`src/rtl/irq_agg_pkg.sv`:
```
package irq_agg_pkg;
  localparam int unsigned REG_AW   = 12;
  localparam int unsigned REG_DW   = 32;
  localparam int unsigned MSI_AW   = 64;
  localparam int unsigned MSI_DW   = 32;
  localparam int unsigned NUM_INTX = 4;
  localparam int unsigned INTX_LSB = 5;
  localparam int unsigned SUM_BIT  = 3;

  localparam logic [REG_AW-1:0] A_BASE_LO = 12'h004;
  localparam logic [REG_AW-1:0] A_BASE_HI = 12'h008;
  localparam logic [REG_AW-1:0] A_WIN_SZ  = 12'h00C;
  localparam logic [REG_AW-1:0] A_CAP_EN  = 12'h014;
  localparam logic [REG_AW-1:0] A_Q_STAT  = 12'h018;
  localparam logic [REG_AW-1:0] A_Q_OCC   = 12'h01C;
  localparam logic [REG_AW-1:0] A_Q_DATA  = 12'h020;
  localparam logic [REG_AW-1:0] A_Q_ALO   = 12'h024;
  localparam logic [REG_AW-1:0] A_Q_AHI   = 12'h028;
  localparam logic [REG_AW-1:0] A_IRQ_EN  = 12'hB0C;
  localparam logic [REG_AW-1:0] A_IRQ_ST  = 12'hB1C;

  localparam logic [REG_DW-1:0] EN_MASK = 32'h0000_01E8;

  typedef struct packed {
    logic [MSI_AW-1:0] addr;
    logic [MSI_DW-1:0] data;
  } msi_entry_t;
endpackage

```
`src/rtl/irq_agg_intx.sv`:
```
module irq_agg_intx #(
  parameter int unsigned N = 4
) (
  input  logic         clk_i,
  input  logic         rst_ni,
  input  logic [N-1:0] lvl_i,
  input  logic [N-1:0] clr_i,
  output logic [N-1:0] stat_o
);
  logic [N-1:0] lvl_q;
  logic [N-1:0] stat_q;

  always_ff @(posedge clk_i or negedge rst_ni) begin
    if (!rst_ni) lvl_q <= '0;
    else         lvl_q <= lvl_i;
  end

  for (genvar i = 0; i < N; i++) begin : g_bit
    logic rise;
    assign rise = lvl_i[i] & ~lvl_q[i];
    // a new edge beats a same-cycle clear
    always_ff @(posedge clk_i or negedge rst_ni) begin
      if (!rst_ni)       stat_q[i] <= 1'b0;
      else if (rise)     stat_q[i] <= 1'b1;
      else if (clr_i[i]) stat_q[i] <= 1'b0;
    end
  end

  assign stat_o = stat_q;
endmodule

```
`src/rtl/irq_agg_win.sv`:
```
module irq_agg_win #(
  parameter int unsigned AW = 64,
  parameter int unsigned SW = 32
) (
  input  logic          valid_i,
  input  logic          en_i,
  input  logic [AW-1:0] addr_i,
  input  logic [AW-1:0] base_i,
  input  logic [SW-1:0] size_i,
  output logic          hit_o
);
  logic [AW-1:0] off;
  assign off   = addr_i - base_i;
  assign hit_o = valid_i & en_i & (addr_i >= base_i) & (off < AW'(size_i));
endmodule

```
`src/rtl/irq_agg_fifo.sv`:
```
module irq_agg_fifo #(
  parameter int unsigned DEPTH = 16,
  parameter int unsigned WIDTH = 96,
  localparam int unsigned PTR_W = (DEPTH > 1) ? $clog2(DEPTH) : 1,
  localparam int unsigned CNT_W = $clog2(DEPTH + 1)
) (
  input  logic             clk_i,
  input  logic             rst_ni,
  input  logic             push_i,
  input  logic [WIDTH-1:0] wdata_i,
  input  logic             pop_i,
  output logic [WIDTH-1:0] rdata_o,
  output logic [CNT_W-1:0] cnt_o,
  output logic             full_o,
  output logic             empty_o
);
  logic [WIDTH-1:0] mem_q [DEPTH];
  logic [PTR_W-1:0] wr_q, rd_q;
  logic [CNT_W-1:0] cnt_q;
  logic             do_push, do_pop;

  function automatic logic [PTR_W-1:0] step(input logic [PTR_W-1:0] p);
    return (p == PTR_W'(DEPTH - 1)) ? '0 : p + 1'b1;
  endfunction

  assign full_o  = (cnt_q == CNT_W'(DEPTH));
  assign empty_o = (cnt_q == '0);
  assign do_push = push_i & ~full_o;
  assign do_pop  = pop_i & ~empty_o;

  always_ff @(posedge clk_i) begin
    if (do_push) mem_q[wr_q] <= wdata_i;
  end

  always_ff @(posedge clk_i or negedge rst_ni) begin
    if (!rst_ni) begin
      wr_q  <= '0;
      rd_q  <= '0;
      cnt_q <= '0;
    end else begin
      if (do_push) wr_q <= step(wr_q);
      if (do_pop)  rd_q <= step(rd_q);
      case ({do_push, do_pop})
        2'b10:   cnt_q <= cnt_q + 1'b1;
        2'b01:   cnt_q <= cnt_q - 1'b1;
        default: cnt_q <= cnt_q;
      endcase
    end
  end

  assign rdata_o = mem_q[rd_q];
  assign cnt_o   = cnt_q;
endmodule

```
`src/rtl/irq_agg.sv`:
```
module irq_agg
  import irq_agg_pkg::*;
#(
  parameter int unsigned FIFO_DEPTH = 16,
  localparam int unsigned CNT_W = $clog2(FIFO_DEPTH + 1)
) (
  input  logic              clk_i,
  input  logic              rst_ni,
  input  logic              reg_req_i,
  input  logic              reg_we_i,
  input  logic [REG_AW-1:0] reg_addr_i,
  input  logic [REG_DW-1:0] reg_wdata_i,
  output logic [REG_DW-1:0] reg_rdata_o,
  input  logic [NUM_INTX-1:0] intx_i,
  input  logic              msi_valid_i,
  input  logic [MSI_AW-1:0] msi_addr_i,
  input  logic [MSI_DW-1:0] msi_data_i,
  output logic              irq_o
);
  localparam int unsigned ENT_W = $bits(msi_entry_t);

  logic              wr, rd;
  logic [REG_DW-1:0] int_en, base_lo, base_hi, win_size;
  logic              cap_en, msi_ovf;
  logic [NUM_INTX-1:0] intx_clr, intx_stat;
  logic              hit, fifo_full, fifo_empty, pop;
  logic [CNT_W-1:0]  fifo_cnt;
  msi_entry_t        head, in_ent;
  logic [ENT_W-1:0]  head_raw;
  logic [REG_DW-1:0] stat_vec, rd_mux;

  assign wr = reg_req_i & reg_we_i;
  assign rd = reg_req_i & ~reg_we_i;

  assign intx_clr = (wr && reg_addr_i == A_IRQ_ST)
                  ? reg_wdata_i[INTX_LSB +: NUM_INTX] : '0;

  irq_agg_intx #(.N(NUM_INTX)) u_intx (
    .clk_i  (clk_i),
    .rst_ni (rst_ni),
    .lvl_i  (intx_i),
    .clr_i  (intx_clr),
    .stat_o (intx_stat)
  );

  irq_agg_win #(.AW(MSI_AW), .SW(REG_DW)) u_win (
    .valid_i (msi_valid_i),
    .en_i    (cap_en),
    .addr_i  (msi_addr_i),
    .base_i  ({base_hi, base_lo}),
    .size_i  (win_size),
    .hit_o   (hit)
  );

  assign in_ent.addr = msi_addr_i;
  assign in_ent.data = msi_data_i;
  assign pop = rd && (reg_addr_i == A_Q_AHI) && !fifo_empty;

  irq_agg_fifo #(.DEPTH(FIFO_DEPTH), .WIDTH(ENT_W)) u_fifo (
    .clk_i   (clk_i),
    .rst_ni  (rst_ni),
    .push_i  (hit),
    .wdata_i (in_ent),
    .pop_i   (pop),
    .rdata_o (head_raw),
    .cnt_o   (fifo_cnt),
    .full_o  (fifo_full),
    .empty_o (fifo_empty)
  );
  assign head = msi_entry_t'(head_raw);

  always_ff @(posedge clk_i or negedge rst_ni) begin
    if (!rst_ni) begin
      int_en   <= '0;
      base_lo  <= '0;
      base_hi  <= '0;
      win_size <= '0;
      cap_en   <= 1'b0;
      msi_ovf  <= 1'b0;
    end else begin
      if (wr) begin
        case (reg_addr_i)
          A_IRQ_EN:  int_en   <= reg_wdata_i & EN_MASK;
          A_BASE_LO: base_lo  <= reg_wdata_i;
          A_BASE_HI: base_hi  <= reg_wdata_i;
          A_WIN_SZ:  win_size <= reg_wdata_i;
          A_CAP_EN:  cap_en   <= reg_wdata_i[0];
          default: ;
        endcase
      end
      // sticky drop flag: set wins over clear
      if (hit && fifo_full)                                  msi_ovf <= 1'b1;
      else if (wr && reg_addr_i == A_Q_STAT && reg_wdata_i[1]) msi_ovf <= 1'b0;
    end
  end

  always_comb begin
    stat_vec = '0;
    stat_vec[INTX_LSB +: NUM_INTX] = intx_stat;
    stat_vec[SUM_BIT] = ~fifo_empty;
  end

  assign irq_o = |(stat_vec & int_en);

  always_comb begin
    rd_mux = '0;
    case (reg_addr_i)
      A_IRQ_EN:  rd_mux = int_en;
      A_IRQ_ST:  rd_mux = stat_vec;
      A_BASE_LO: rd_mux = base_lo;
      A_BASE_HI: rd_mux = base_hi;
      A_WIN_SZ:  rd_mux = win_size;
      A_CAP_EN:  rd_mux = {31'b0, cap_en};
      A_Q_STAT:  rd_mux = {30'b0, msi_ovf, ~fifo_empty};
      A_Q_OCC:   rd_mux = REG_DW'(fifo_cnt);
      A_Q_DATA:  rd_mux = fifo_empty ? '0 : head.data;
      A_Q_ALO:   rd_mux = fifo_empty ? '0 : head.addr[31:0];
      A_Q_AHI:   rd_mux = fifo_empty ? '0 : head.addr[63:32];
      default: ;
    endcase
  end

  always_ff @(posedge clk_i or negedge rst_ni) begin
    if (!rst_ni)  reg_rdata_o <= '0;
    else if (rd)  reg_rdata_o <= rd_mux;
  end
endmodule

```
`config.mk`:
```
export PLATFORM = sky130hd
export DESIGN_NAME = irq_agg
export DESIGN_NICKNAME = d
export VERILOG_FILES = /design/src/rtl/irq_agg_pkg.sv /design/src/rtl/irq_agg_intx.sv /design/src/rtl/irq_agg_win.sv /design/src/rtl/irq_agg_fifo.sv /design/src/rtl/irq_agg.sv
export SDC_FILE = /design/constraint.sdc
export NUM_CORES = 2
export LEC_CHECK = 0
export BUFFER_PORTS_ARGS = -buffer_cell sky130_fd_sc_hd__buf_4
export CORE_ASPECT_RATIO = 0.8
export CORE_MARGIN = 4
export CORE_UTILIZATION = 60
export CTS_CLUSTER_DIAMETER = 40
export DETAILED_ROUTE_END_ITERATION = 6
export PLACE_DENSITY = 0.75
export RECOVER_POWER = 100
export SETUP_SLACK_MARGIN = 0.15
export SLEW_MARGIN = 20
export SYNTH_ARGS = -nofsm -noshare
export SYNTH_HDL_FRONTEND = slang
export SYNTH_SLANG_ARGS = --single-unit
export TNS_END_PERCENT = 50
```
`constraint.sdc`:
```
create_clock -name clk_i -period 10.2 [get_ports clk_i]
set_clock_uncertainty 0.1 [all_clocks]
set_input_delay 0.51 -clock clk_i [delete_from_list [all_inputs] [get_ports clk_i]]
set_output_delay 0.51 -clock clk_i [all_outputs]
set_load 0.05 [all_outputs]
```
======== Word level (Yosys, flattened, before mapping) ========
Memory sizes are Yosys's and may differ from the RTL's.
Cells that the tools add are included.
cells by class
  div/mod/pow operators ................... 0
  order comparisons ....................... 2
  $add $sub $neg .......................... 5
  shift operators ......................... 0
  bitwise gates (word level) .............. 19
  equal/unequal tests ..................... 16
  reductions and logical operators ........ 20
  muxes and demuxes ....................... 20
  multiply operators ...................... 0
operator list
  cell                                                                     count
  32-bit case mux with 11 select lines                                     1
  32-bit two-way mux                                                       3
  64-bit >= comparator                                                     1
  64-bit by 32-bit less-than comparator with 1-bit output                  1
  64-bit subtractor                                                        1
  12-bit by 5-bit equality test with 1-bit output (second input constant)  3
  12-bit by 6-bit equality test with 1-bit output (second input constant)  3
  32-bit OR reduction                                                      1
  12-bit equality test (second input constant)                             2
  12-bit by 4-bit equality test with 1-bit output (second input constant)  2
  12-bit by 3-bit equality test with 1-bit output (second input constant)  1
  1-bit two-way mux                                                        12
  4-bit two-way mux                                                        3
  2-bit nonzero test                                                       6
  1-bit bitwise AND                                                        11
  5-bit case mux with 2 select lines                                       1
  2-bit AND reduction                                                      5
  9-bit bitwise AND                                                        1
  4-bit by 1-bit adder with 4-bit output (second input constant)           2
  4-bit equality test (second input constant)                              2
  1-bit NOT                                                                7
  1-bit logical AND                                                        6
  5-bit by 1-bit adder with 5-bit output (second input constant)           1
  5-bit equality test (second input constant)                              1
  5 further kinds                                                          5
word-level totals
  memory bits (writable) .................. 1,536
  bits in read-only memories .............. 0
  latch bits .............................. 0
  word-level logic and storage cells ...... 98
  output and inout port bits .............. 33
  input port bits ......................... 149
  memories kept ........................... 1
  register bits ........................... 156
memories
  memory        depth  width  rd ports  clocked after Yosys merged registers in  write ports  line                RTL
  u_fifo.mem_q  16     96     1         0                                        1            irq_agg_fifo.sv:17  logic [WIDTH-1:0] mem_q [DEPTH];

======== Longest topological paths before layout ========
  word-level depth ........................ 7
  depth in mapped cells ................... 34
  gate-level depth less buffers ........... 32

======== Cells and area by module ========
A second synthesis with hierarchy kept.
second synthesis, totals
  cells, all modules ...................... 4,251
  area, all modules ....................... 72,160.5 um^2
modules (own cells, without submodules)
  module        cells each  area each (um^2)  times used  sequential area each (um^2)
  irq_agg_fifo  2,853       59,697.3          1           46,449.5
  irq_agg       558         6,846.6           1           3,378.2
  irq_agg_win   820         5,336.4           1           0.0
  irq_agg_intx  20          280.3             1           200.2

======== Worst setup path before layout ========
Ideal clock, no wire load.
  path type ............................... input to register
  start point ............................. in msi_addr_i[0]
  end point ............................... mem u_fifo.mem_q[11][0] (enable)
  stages on the path ...................... 23
  path buffers ............................ 1
  data arrival time ....................... 7.401 ns
  slack ................................... 2.233 ns
  library setup time ...................... 0.466 ns
  data required time ...................... 9.634 ns
  path through ............................ inv_1 > ha_1 > fa_1 > nand2b_1 > a21oi_1 > o21ai_0 > o21bai_1 > a41oi_1 > xnor2_1 > ha_1 > a21oi_1 > nor2b_1 > o21ai_0 > nand4b_1 > or3_1 > a2111o_1 > or3_1 > a2111oi_2 > nand4_1 > nand4b_4 > nor3_4 > buf_4 > and3_1
between the ends
  word-level cells in the longest chain between the ends .. 6
  elaborated cells on any way between the ends .. 8
  those cells by class .................... add/sub (1); order compare (2); mux (2); bitwise (3)
ends and longest elaborated chain
  element                                                                                       line                                  RTL
  start: declaration                                                                            irq_agg.sv:16                         input logic [MSI_AW-1:0] msi_addr_i,
  64-bit subtractor or 64-bit >= comparator (tied branches)                                     irq_agg_win.sv:13, irq_agg_win.sv:14
  64-bit by 32-bit less-than comparator with 1-bit output or 1-bit bitwise AND (tied branches)  irq_agg_win.sv:14                     assign hit_o = valid_i & en_i & (addr_i >= base_i) & (off < AW'(size_i));
  1-bit bitwise AND (*)                                                                         irq_agg_win.sv:14
  1-bit bitwise AND (*)                                                                         irq_agg_fifo.sv:28                    assign do_push = push_i & ~full_o;
  1-bit two-way mux (*)                                                                         irq_agg_fifo.sv:32                    if (do_push) mem_q[wr_q] <= wdata_i;
  1-bit two-way mux (not written as such) (*)                                                   irq_agg_fifo.sv:32
  end: declaration                                                                              irq_agg_fifo.sv:17
Every way passes the cells marked *; elsewhere a longest branch is shown, timed or not.

======== Worst setup path in the final report ========
  start point ............................. in msi_addr_i[0]
  end point ............................... mem u_fifo.mem_q[6][33] (enable)
Same word-level chain as after synthesis.

==> results.json <==
{
  "status": "finished, violations left",
  "violations": "capacitance limit, slew limit",
  "clockRootBuffer": "clkbuf_16",
  "path_depth": 25,
  "nNetsFinal": 4684,
  "fmax_mhz": 109,
  "layout.cells.most_common": "edfxtp_1",
  "hold_class": "primary input to register",
  "critPathSlowestCell": "clkbuf_2",
  "vias": 41965,
  "fp.dieArea_um2": 123000,
  "vias_per_cell": 6.88,
  "drc_errors": 0,
  "cp-end-kind": "register",
  "die_x_um": 392,
  "final.min_clock_period_ns": 9.20,
  "worstPathRequired_ns": 10.51,
  "grt_pass1_wl_mm": 298,
  "setup-violations-final": 0,
  "mostFrequentLayoutCells": "edfxtp_1 (1536), mux4_2 (342), o21ai_0 (278)",
  "r2r_start": "base_lo[0]",
  "grt_max_degree": 135,
  "cts.path.max_buffers": 3,
  "cts_sinks": 1692,
  "finalCritPeriodShare_pct": 90.2,
  "cp-endpoint": "u_fifo.mem_q[6][33]",
  "critPathLaunchType": "primary input",
  "seq_area_frac_synth_pct": 70.7,
  "grt_pass1_vias": 41296,
  "worstMarginPinSlew_ns": 5.39,
  "critPathKind": "primary input to register",
  "powerDensity_nw_per_um2": 176,
  "drt-total-wl_mm": 208,
  "clkTransAtPathRegs_ns": 0.06,
  "die_h_um": 315,
  "path_max_fanout": 29,
  "drv_slew": 396,
  "dp_hpwl_mm": 133,
  "p_leak_nw": 26.0,
  "antenna_found_initial": 15,
  "postRouteAntennaNets": 0,
  "cts_buffers": 168,
  "final_util_pct": 68.8,
  "routabilityCongestion": 1.01,
  "clock_latency_ns": 0.81,
  "irDropWorstVdd_mv": 0.241,
  "wl_per_cell_um": 34.1,
  "yosys_most_used_dff": "edfxtp_1",
  "syn_avg_cell_area_um2": 17.3,
  "synth_edf_count": 1536,
  "worstPathArrival_ns": 9.51,
  "relSlewSlack_pct": -260,
  "crit_start": "msi_addr_i[0]",
  "setup_tns_ns": 0,
  "netlist-cell-type-count": 81,
  "cap_violations": 7,
  "cts_resized": 0,
  "synth_area_um2": 70700,
  "timing.rr.end": "u_fifo.mem_q[6][33]",
  "slowest_delay_ns": 0.88,
  "path_delay_family": "simple AND/OR/NAND/NOR gates",
  "track_usage_pct": 34.1,
  "io_buffers": 181,
  "async_flop_share_pct": 9.22,
  "io_pins": 182,
  "drive_above_1_share_pct": 18.5,
  "core_um2": 117000,
  "drtIter0Drc": 6047,
  "final-hold-violation-count": 0,
  "rows": 112,
  "initial_utilization_pct": 60.5,
  "whs_path_depth": 4,
  "synthCells": 4083,
  "rsz0062_at_grt": "false",
  "ys_warn_count": 0,
  "ff2ff_path_depth": 22,
  "first_pass_iters": 7,
  "synthToLayoutAreaGrowth_pct": 13.7,
  "postSynthRegisterBits": 1692,
  "tritoncts": "built",
  "htreeDepth": 4,
  "critPathBufInv": 4,
  "rrSetupSlack_ns": 1.72,
  "grt_overflow_total": 0,
  "syn_nets": 4337
}
==> timing repair <==
item,CTS,global route
hold endpoints to repair,1656,0
setup buffers,0,0
hold buffers,133,0
==> registers in the layout (all words and copies together) (netlist names) <==
register and flops:
base_hi 32, u_fifo.rd_q 4, u_intx.stat_o 4, u_intx.lvl_q 4
int_en 5, u_fifo.cnt_o 5, cap_en 1, msi_ovf 1
win_size 32, u_fifo.wr_q 4, base_lo 32, u_fifo.mem_q 1536
reg_rdata_o 32
==> cell type report <==
cell class / instances / area [um2]
flip-flops and latches: 1692 / 50000
fillers: 7570 / 36500
multi-input cells: 2074 / 19600
clock buffers: 198 / 4390
repair buffers: 382 / 2870
well taps: 1539 / 1930
clock inverters: 100 / 1120
inverters: 112 / 420
diodes: 4 / 10.0
==> where the power goes <==
part	internal [mW]	leakage [nW]	switching, mW	total [mW]
sequential	7.56	15.6	0.00130	7.57
clock	3.54	2.67	2.69	6.23
combinational	0.106	7.69	0.269	0.375
==> worst min path at each step <==
stage | start | end | slack [ns]
finish | reg_we_i | msi_ovf | 0.13
global route | reg_we_i | msi_ovf | 0.07
CTS | msi_addr_i[55] | u_fifo.mem_q[9][87] | 0.006
detailed placement | u_intx.lvl_q[3] | u_intx.stat_o[3] | 0.31
global placement | u_intx.lvl_q[2] | u_intx.stat_o[2] | 0.30
floorplan | rst_ni | base_hi[0] | 0.11
==> routing by layer <==
layer | vias to the layer above | global-route usage [%] | share of wire, %
met1 | 21643 | 48.8 | 39
met5 | - | 0 | 0.0058
met4 | 2 | 12.1 | 4.0
met3 | 442 | 8.55 | 11
li1 | 17172 | - | -
met2 | 2706 | 52.1 | 46
==> metrics by stage <==
| step | setup WS [ns] | hold WS, ns | power (mW) | cell area, um2 | cells |
|---|---|---|---|---|---|
| after floorplan | 2.23 | 0.114 | 7.81 | 70700 | 4083 |
| after global placement | 1.72 | 0.305 | 8.04 | 74100 | 5666 |
| after detailed placement | 1.67 | 0.310 | 8.05 | 74100 | 5666 |
| after CTS | 1.91 | 0.00634 | 14.2 | 80900 | 6097 |
| after global routing | 0.627 | 0.0716 | 14.5 | 80400 | 6098 |
| final | 0.995 | 0.127 | 14.2 | 80400 | 6101 |
==> synth_stat cells (all sizes together) (6+ instances only) <==
master / count / area [um2]
nor2b: 15 / 93.8
a21oi: 242 / 1210
o31ai: 12 / 90.1
or4: 6 / 48.8
a22o: 17 / 149
nand3: 28 / 140
a221oi: 51 / 453
clkbuf: 146 / 548
and3: 22 / 138
a22oi: 60 / 450
or3: 13 / 86.3
nor4: 12 / 81.3
buf: 59 / 246
o21bai: 8 / 60.1
o21ai: 281 / 1410
o22ai: 17 / 106
nor2: 90 / 338
edfxtp: 1536 / 46100
xnor2: 29 / 254
dfrtp: 156 / 3900
a31oi: 6 / 37.5
a21o: 8 / 60.1
nor3: 23 / 126
nand2: 243 / 915
a211oi: 21 / 163
mux2i: 167 / 1670
o221ai: 8 / 70.1
xor2: 26 / 228
mux4: 342 / 7700
mux2: 93 / 1050
o21a: 20 / 150
o211ai: 12 / 90.1
ha: 104 / 1300
inv: 112 / 420
nand4: 36 / 238
nand2b: 8 / 50.1
==> tightest hold or removal path: cells and delay by family <==
kind	cells	cell delay [ns]
AO/OA/AOI/OAI	1	0.07
buffers and inverters	1	0.12
AND/OR/NAND/NOR	2	0.28
==> kinds of logic (layout without fill, tap and decap cells) <==
family	Yosys count	in the layout	synth area share [%]
AND/OR/NAND/NOR	510	510	3.35
multiplexers	602	602	14.7
flip-flops	1692	1692	70.7
AO/OA/AOI/OAI	802	802	6.89
adder cells (fa/ha/maj)	105	105	1.87
XOR/XNOR	55	55	0.681
other	0	4	0
buffers and inverters	317	792	1.72
No activity file was read; power rests on OpenSTA's default activity.
